==> config.mk <==
export PLATFORM = sky130hd
export DESIGN_NAME = maze_lhr_ctrl
export DESIGN_NICKNAME = d
export VERILOG_FILES = /design/src/rtl/maze_lhr_pkg.sv /design/src/rtl/maze_lhr_sense.sv /design/src/rtl/maze_lhr_fsm.sv /design/src/rtl/maze_lhr_emit.sv /design/src/rtl/maze_lhr_ctrl.sv
export SDC_FILE = /design/constraint.sdc
export NUM_CORES = 1
export LEC_CHECK = 0
export BUFFER_PORTS_ARGS = -buffer_cell sky130_fd_sc_hd__buf_2
export CAP_MARGIN = 25
export CELL_PAD_IN_SITES_DETAIL_PLACEMENT = 0
export CELL_PAD_IN_SITES_GLOBAL_PLACEMENT = 2
export CORE_AREA = 2 2 39 41
export DETAILED_ROUTE_END_ITERATION = 6
export DIE_AREA = 0 0 41 43
export PLACE_DENSITY = 0.59
export SLEW_MARGIN = 5
export SYNTH_ARGS = -nofsm -noshare
export SYNTH_HDL_FRONTEND = slang
export SYNTH_SLANG_ARGS = --single-unit
==> constraint.sdc <==
create_clock -name clk -period 1.88 [get_ports clk]
set_input_delay 0 -clock clk [delete_from_list [all_inputs] [get_ports clk]]
set_output_delay 0 -clock clk [all_outputs]
set_load 0.03 [all_outputs]
==> src/rtl/maze_lhr_pkg.sv <==
package maze_lhr_pkg;
  localparam int ACT_W = 3;

  localparam logic [ACT_W-1:0] ACT_LEFT  = 3'd0;
  localparam logic [ACT_W-1:0] ACT_MOVE  = 3'd1;
  localparam logic [ACT_W-1:0] ACT_RIGHT = 3'd2;
  localparam logic [ACT_W-1:0] ACT_USE   = 3'd4;

  typedef enum logic [2:0] {
    ST_LEFT, ST_PROBE, ST_MOVE, ST_RIGHT, ST_DOOR, ST_DONE
  } step_e;

  typedef enum logic [1:0] {CL_OPEN, CL_BLOCK, CL_EXIT} cell_e;

  function automatic logic [ACT_W-1:0] action_of(input step_e s);
    case (s)
      ST_MOVE:  action_of = ACT_MOVE;
      ST_RIGHT: action_of = ACT_RIGHT;
      ST_DOOR:  action_of = ACT_USE;
      default:  action_of = ACT_LEFT;
    endcase
  endfunction

  function automatic logic offers_action(input step_e s);
    offers_action = (s == ST_LEFT) || (s == ST_MOVE) ||
                    (s == ST_RIGHT) || (s == ST_DOOR);
  endfunction
endpackage

==> src/rtl/maze_lhr_sense.sv <==
module maze_lhr_sense
  import maze_lhr_pkg::*;
#(
  parameter int SNS_W = 2
) (
  input  logic [SNS_W-1:0] code,
  output cell_e            cls
);
  localparam logic [SNS_W-1:0] CODE_FREE = SNS_W'(0);
  localparam logic [SNS_W-1:0] CODE_DOOR = SNS_W'(3);

  always_comb begin
    if (code == CODE_FREE)      cls = CL_OPEN;
    else if (code == CODE_DOOR) cls = CL_EXIT;
    else                        cls = CL_BLOCK;
  end
endmodule

==> src/rtl/maze_lhr_fsm.sv <==
module maze_lhr_fsm
  import maze_lhr_pkg::*;
(
  input  logic  clk,
  input  logic  rst,
  input  logic  act_fire,
  input  logic  sns_fire,
  input  cell_e cls,
  output step_e st
);
  step_e st_nx;

  always_comb begin
    st_nx = st;
    case (st)
      ST_LEFT:  if (act_fire) st_nx = ST_PROBE;
      ST_PROBE: if (sns_fire) begin
        case (cls)
          CL_OPEN: st_nx = ST_MOVE;
          CL_EXIT: st_nx = ST_DOOR;
          default: st_nx = ST_RIGHT;
        endcase
      end
      ST_MOVE:  if (act_fire) st_nx = ST_LEFT;
      ST_RIGHT: if (act_fire) st_nx = ST_PROBE;
      ST_DOOR:  if (act_fire) st_nx = ST_DONE;
      default:  st_nx = ST_DONE;
    endcase
  end

  always_ff @(posedge clk) begin
    if (rst) st <= ST_LEFT;
    else     st <= st_nx;
  end

  // the finished state is never left without reset
  a_r10_done_sticky: assert property (@(posedge clk) disable iff (rst)
    (st == ST_DONE) |=> (st == ST_DONE));

  // a right turn never returns to a left turn directly
  a_r6_right_to_probe: assert property (@(posedge clk) disable iff (rst)
    (st == ST_RIGHT && act_fire) |=> (st == ST_PROBE));
endmodule

==> src/rtl/maze_lhr_emit.sv <==
module maze_lhr_emit
  import maze_lhr_pkg::*;
(
  input  step_e            st,
  output logic             act_vld,
  output logic [ACT_W-1:0] act_code,
  output logic             sns_rdy,
  output logic             done
);
  always_comb begin
    act_vld  = offers_action(st);
    act_code = action_of(st);
    sns_rdy  = (st == ST_PROBE);
    done     = (st == ST_DONE);
  end
endmodule

==> src/rtl/maze_lhr_ctrl.sv <==
module maze_lhr_ctrl
  import maze_lhr_pkg::*;
#(
  parameter int SNS_W = 2
) (
  input  logic             clk,
  input  logic             rst,
  output logic             act_vld,
  input  logic             act_rdy,
  output logic [2:0]       act_code,
  output logic             sns_rdy,
  input  logic             sns_vld,
  input  logic [SNS_W-1:0] sns_code,
  output logic             done
);
  cell_e cls;
  step_e st;
  logic  act_fire;
  logic  sns_fire;
  logic  code_blocked;

  assign act_fire     = act_vld && act_rdy;
  assign sns_fire     = sns_rdy && sns_vld;
  assign code_blocked = (sns_code != SNS_W'(0)) && (sns_code != SNS_W'(3));

  maze_lhr_sense #(.SNS_W(SNS_W)) u_sense (.code(sns_code), .cls(cls));

  maze_lhr_fsm u_fsm (
    .clk(clk), .rst(rst), .act_fire(act_fire), .sns_fire(sns_fire),
    .cls(cls), .st(st)
  );

  maze_lhr_emit u_emit (
    .st(st), .act_vld(act_vld), .act_code(act_code),
    .sns_rdy(sns_rdy), .done(done)
  );

  a_r1_reset_offer: assert property (@(posedge clk) disable iff (rst)
    $past(rst) |-> (act_vld && act_code == ACT_LEFT && !done && !sns_rdy));

  a_r3_turn_then_probe: assert property (@(posedge clk) disable iff (rst)
    (act_fire && (act_code == ACT_LEFT || act_code == ACT_RIGHT))
      |=> (sns_rdy && !act_vld));

  a_r4_free_moves: assert property (@(posedge clk) disable iff (rst)
    (sns_fire && sns_code == SNS_W'(0)) |=> (act_vld && act_code == ACT_MOVE));

  a_r4_move_then_left: assert property (@(posedge clk) disable iff (rst)
    (act_fire && act_code == ACT_MOVE) |=> (act_vld && act_code == ACT_LEFT));

  a_r5_door_uses: assert property (@(posedge clk) disable iff (rst)
    (sns_fire && sns_code == SNS_W'(3)) |=> (act_vld && act_code == ACT_USE));

  a_r5_use_ends: assert property (@(posedge clk) disable iff (rst)
    (act_fire && act_code == ACT_USE) |=> done);

  a_r6_block_turns_right: assert property (@(posedge clk) disable iff (rst)
    (sns_fire && code_blocked) |=> (act_vld && act_code == ACT_RIGHT));

  a_r7_hold: assert property (@(posedge clk) disable iff (rst)
    (act_vld && !act_rdy) |=> (act_vld && $stable(act_code)));

  a_r8_exclusive: assert property (@(posedge clk) disable iff (rst)
    !(act_vld && sns_rdy));

  a_r10_quiet: assert property (@(posedge clk) disable iff (rst)
    done |-> (!act_vld && !sns_rdy));
endmodule

; ---- Yosys cells after proc, flatten, opt, wreduce, memory -nomap -nowiden
; Cells that the tools add are included.
[totals]
ff_bits = 3
inputBits = 6
[op_classes]
n_mux = 9
reduce_logical = 10
eq_ne = 11
[op_table]
columns = cell, n
row1 = two-way mux 3 bit, 4
row2 = case mux 3 bit (4 select lines), 1
row3 = case mux 3 bit (3 select lines), 1
row4 = "equality test 3 x 2 -> 1 bit, second input constant", 2
row5 = "equality test 3 bit, second input constant", 2
row6 = case mux 3 bit (2 select lines), 1
row7 = "equality test 2 bit, second input constant", 2
row8 = logical NOT 2 bit, 2
row9 = two-way mux 2 bit, 2
row10 = "inequality test 2 x 1 -> 1 bit, second input constant", 2
row11 = "inequality test 2 bit, second input constant", 2
row12 = AND reduction 4 bit, 1
row13 = "equality test 3 x 1 -> 1 bit, second input constant", 1
row14 = logical NOT 3 bit, 1
row15 = logical OR 1 bit, 3
row16 = logical AND 1 bit, 2
row17 = OR reduction 2 bit, 1

; ---- Depth between registers and ports, before layout
[depth]
word_depth = 7
mapped_depth = 4
mapped_depth_nobuf = 4

; ---- Cells and area by module
; From an unflattened synthesis, not the netlist that was laid out.
[hier_totals]
hier_cells = 24
hier_area_um2 = 214.0
[modules_own_cells]
columns = module, n_inst, area_per_inst_um2, cells_each
row1 = maze_lhr_fsm, 1, 131.4, 15
row2 = maze_lhr_emit, 1, 57.6, 6
row3 = maze_lhr_ctrl, 1, 12.5, 2
row4 = maze_lhr_sense, 1, 12.5, 1

; ---- Worst setup path after synthesis
; Ideal clock, no wire load.
[synth_path]
path_type = register -> output
startpoint = register u_fsm.st[2]
endpoint = output act_code[2]
stages_incl_launch_ff = 3
t_arrival_ns = 1.207
required_time_ns = 1.880
path_slack_ns = 0.673
cell_sequence = dfxtp_1 -> clkbuf_4 -> nor3b_1
[synth_between]
elab_chain_len = 2
elab_cells_between_ends = 4
classes_between = eq/ne (3) / mux (1)
[synth_lines]
columns = item, line
row1 = "start, declared", maze_lhr_fsm.sv:9  ; output step_e st
row2 = "start signal, assigned", maze_lhr_fsm.sv:33  ; else st <= st_nx;
row3 = equality test 3 bit / equality test 3 x 2 -> 1 bit (equally long branches), maze_lhr_pkg.sv:16  ; case (s)
row4 = case mux 3 bit (3 select lines) *, maze_lhr_pkg.sv:16
row5 = "end, declared", maze_lhr_ctrl.sv:10  ; output logic [2:0] act_code,
; Mark *: on every way between the ends. The rest lies on a longest branch, timed or not.

; ---- Final worst setup path
[layout_path]
startpoint = register u_fsm.st[0]
endpoint = output sns_rdy
[layout_between]
elab_chain_len = 1
[layout_lines]
columns = item, line
row1 = equality test 3 x 1 -> 1 bit, maze_lhr_emit.sv:13  ; sns_rdy = (st == ST_PROBE);
row2 = "end, declared", maze_lhr_ctrl.sv:11  ; output logic sns_rdy,
; Every way passes these cells.

==> flow_metrics.py <==
metrics = {
    "status": {
        "status": "finished, final reports clean",
    },
    "floorplan": {
        "initial_core_util_pct": 14.7,
        "num_rows": 14,
        "dieArea_um2": 1760,
        "ioPinCount": 12,
        "fp.dieW_um": 41,
        "die_y_um": 43,
        "core_area_um2": 1380,
    },
    "cells_and_area": {
        "drive_above_1_share_pct": 51.4,
        "multi_input_area_um2": 125,
        "regMostFlops": "u_fsm.st",
        "diodes": 0,
        "final.fill_count": 173,
        "fin_nets": 45,
        "postLayoutCellArea_um2": 308,
        "area_delta_synth_final_pct": 50.9,
        "ff_latch_area_um2": 60.1,
        "largest_reg_flops": 3,
        "top_regs": "u_fsm.st (3)",
    },
    "critical_path": {
        "cp_cell_sequence": "nor2b_2 -> nor2b_4 -> buf_2",
        "cp_max_fo": 5,
        "cp_top_family": "simple AND/OR/NAND/NOR gates",
        "slowest_delay_ns": 0.37,
        "crit_path_start_kind": "register",
        "crit_required_ns": 1.88,
        "path_buf_inv": 1,
        "cpMaxStageDelayCell": "dfxtp_1",
        "critPathArrivalTime_ns": 1.27,
        "critPathCaptureType": "primary output",
        "critPathKind": "reg -> out",
    },
    "global_route": {
        "grt_pass1_wl_um": 814,
        "antenna_found_initial": 0,
        "grt_start_max_net_pins": 10,
        "gr-max-usage-layer": "met1",
        "overflow": 0,
        "gr-usage-met2_pct": 8.44,
        "grtUsageMet1_pct": 8.97,
        "grt_pass1_vias": 194,
        "met3_usage_pct": 4.71,
        "track_usage_pct": 7.62,
    },
    "cts": {
        "root_buffer": "clkbuf_4",
        "clockBufferDepth": 2,
        "htree_num_levels": 1,
        "tritoncts": "yes",
        "clk_pin_slew_ns": 0.04,
        "clock_latency_ns": 0.23,
        "cts_resized": 0,
        "cts_setup_buffers": 0,
        "cts_made_buffers": 3,
        "cts_sinks": 3,
        "ctsHoldBuffers": 1,
    },
    "power_and_ir_drop": {
        "combPwrFrac_pct": 21.3,
        "pwr-share-clk_pct": 48.2,
        "ir_drop_v": 0.000206,
        "sequentialPowerShare_pct": 30.5,
        "p_leak_nw": 0.150,
        "p_sw_share_pct": 29.4,
        "intPower_w": 0.000169,
        "cellPowerDensity_nw_per_um2": 778,
        "p_sw_w": 0.0000703,
    },
    "placement": {
        "post-dp-hpwl_um": 379,
        "gp_congestion": 0.671,
        "place_area_um2": 272,
        "io_buffers": 11,
    },
    "timing": {
        "max_freq_ghz": 0.790,
        "final.setup_skew_ns": 0.00403,
        "finalSetupViolCount": 0,
        "fin_tns_setup_ns": 0,
        "rsz0062_at_grt": "false",
        "maxSlewHeadroom_pct": 78.4,
        "final.period_utilization_pct": 67.3,
        "fin_crit_ns": 1.27,
        "hold_viol": 0,
        "slew_violations": 0,
        "whs_ns": 0.0140,
        "tightest_slew_ns": 0.323,
    },
    "detailed_routing": {
        "routed_wl_um": 491,
        "drc": 0,
        "drt_iter0_markers": 2,
        "drtAntennaViolNets": 0,
        "viasPerCell": 3.91,
        "dr.pass1.iters": 2,
        "vias": 207,
        "wl_per_cell_um": 9.26,
    },
    "logic_synthesis": {
        "synth_seq_cells": 3,
        "synthCells": 22,
        "syn_area_um2": 204,
        "ys_top_cells_by_area": "dfxtp_1 29%, a311oi_2 7.4%, nor3b_1 7.4%",
        "syn_nets": 29,
        "synth_top_area_share_pct": 29.4,
        "seq_area_frac_synth_pct": 29.4,
        "yosys.area.top_type": "dfxtp_1",
        "ys_types": 17,
        "ys_warn_count": 0,
        "syn_avg_cell_area_um2": 9.27,
    },
    "job": {
        "drv_cap": 0,
    },
    "min_path": {
        "hp-class": "in -> reg",
    },
}
## cell type report
cell class / instances / area share [%]
clock buffers: 4 / 8.54
inverters: 3 / 3.66
multi-input cells: 15 / 40.7
flip-flops and latches: 3 / 19.5
well taps: 16 / 6.50
repair buffers: 12 / 21.1
## worst register-to-register path: stages (launching register included)
cell and delay, ns:
dfxtp_1 0.37, nor2b_2 0.26, nor2b_4 0.20, a311oi_2 0.10
## logic make-up (layout without fill, tap and decap cells)
logic type               after synthesis  count (layout)  synth area share (%)
AO/OA/AOI/OAI                          5               5                  20.9
adder cells (fa/ha/maj)                1               1                  6.13
buffers and inverters                  4              19                  9.20
flip-flops                             3               3                  29.4
AND/OR/NAND/NOR                        9               9                  34.4
## synthesized netlist by cell type (all sizes together)
cell type,count
dfxtp,3
inv,3
nor2b,3
nor3b,2
a211oi,1
a21oi,1
a311oi,1
a31oi,1
a32oi,1
and2,1
and3b,1
clkbuf,1
ha,1
nor2,1
nor3,1
## final timing paths
kind / from / to / depth (start not counted) / slack [ns]
setup / recovery: u_fsm.st[0]$_SDFFE_PP0P_ / sns_rdy / 3 / 0.61
hold / removal: sns_vld / u_fsm.st[0]$_SDFFE_PP0P_ / 2 / 0.01
setup reg to reg: u_fsm.st[0]$_SDFFE_PP0P_ / u_fsm.st[0]$_SDFFE_PP0P_ / 3 / 0.83
hold reg to reg: u_fsm.st[2]$_SDFFE_PP0P_ / u_fsm.st[1]$_SDFFE_PP0P_ / 1 / 0.63
## stage by stage
step | total power, W | setup WS, ns | util, % | instances
2_1_floorplan | 0.000108 | 0.673 | - | 22
3_3_place_gp | 0.000123 | 0.848 | 19.6 | 48
3_5_place_dp | 0.000124 | 0.856 | 19.6 | 48
4_1_cts | 0.000245 | 0.619 | 22.2 | 53
5_1_grt | 0.000262 | 0.524 | 22.2 | 53
6_report | 0.000239 | 0.615 | 22.2 | 53
## power by group through the flow
stage	logic (W)	registers [W]	clock network, W
finish	0.0000509	0.0000731	0.000115
global placement	0.0000496	0.0000739	0
detailed placement	0.0000497	0.0000740	0
global route	0.0000559	0.0000741	0.000132
floorplan	0.0000358	0.0000718	0
CTS	0.0000514	0.0000731	0.000120
## layer usage
layer	wire (um)	share of wire (%)
met1	236	48
met2	201	41
met4	0	0
met3	53	11
met5	0	0
## placed cells by master, fill, tap and decap left out
| master | instances |
|---|---|
| a211oi_1 | 1 |
| a21oi_1 | 1 |
| a311oi_2 | 1 |
| a31oi_1 | 1 |
| a32oi_1 | 1 |
| and2_2 | 1 |
| and3b_2 | 1 |
| buf_2 | 11 |
| clkbuf_1 | 1 |
| clkbuf_4 | 3 |
| dfxtp_1 | 3 |
| dlygate4sd3_1 | 1 |
| ha_1 | 1 |
| inv_1 | 3 |
| nor2_1 | 1 |
| nor2b_1 | 1 |
| nor2b_2 | 1 |
| nor2b_4 | 1 |
| nor3_1 | 1 |
| nor3b_1 | 2 |
Note: power is estimated with default switching activity, not from simulation.
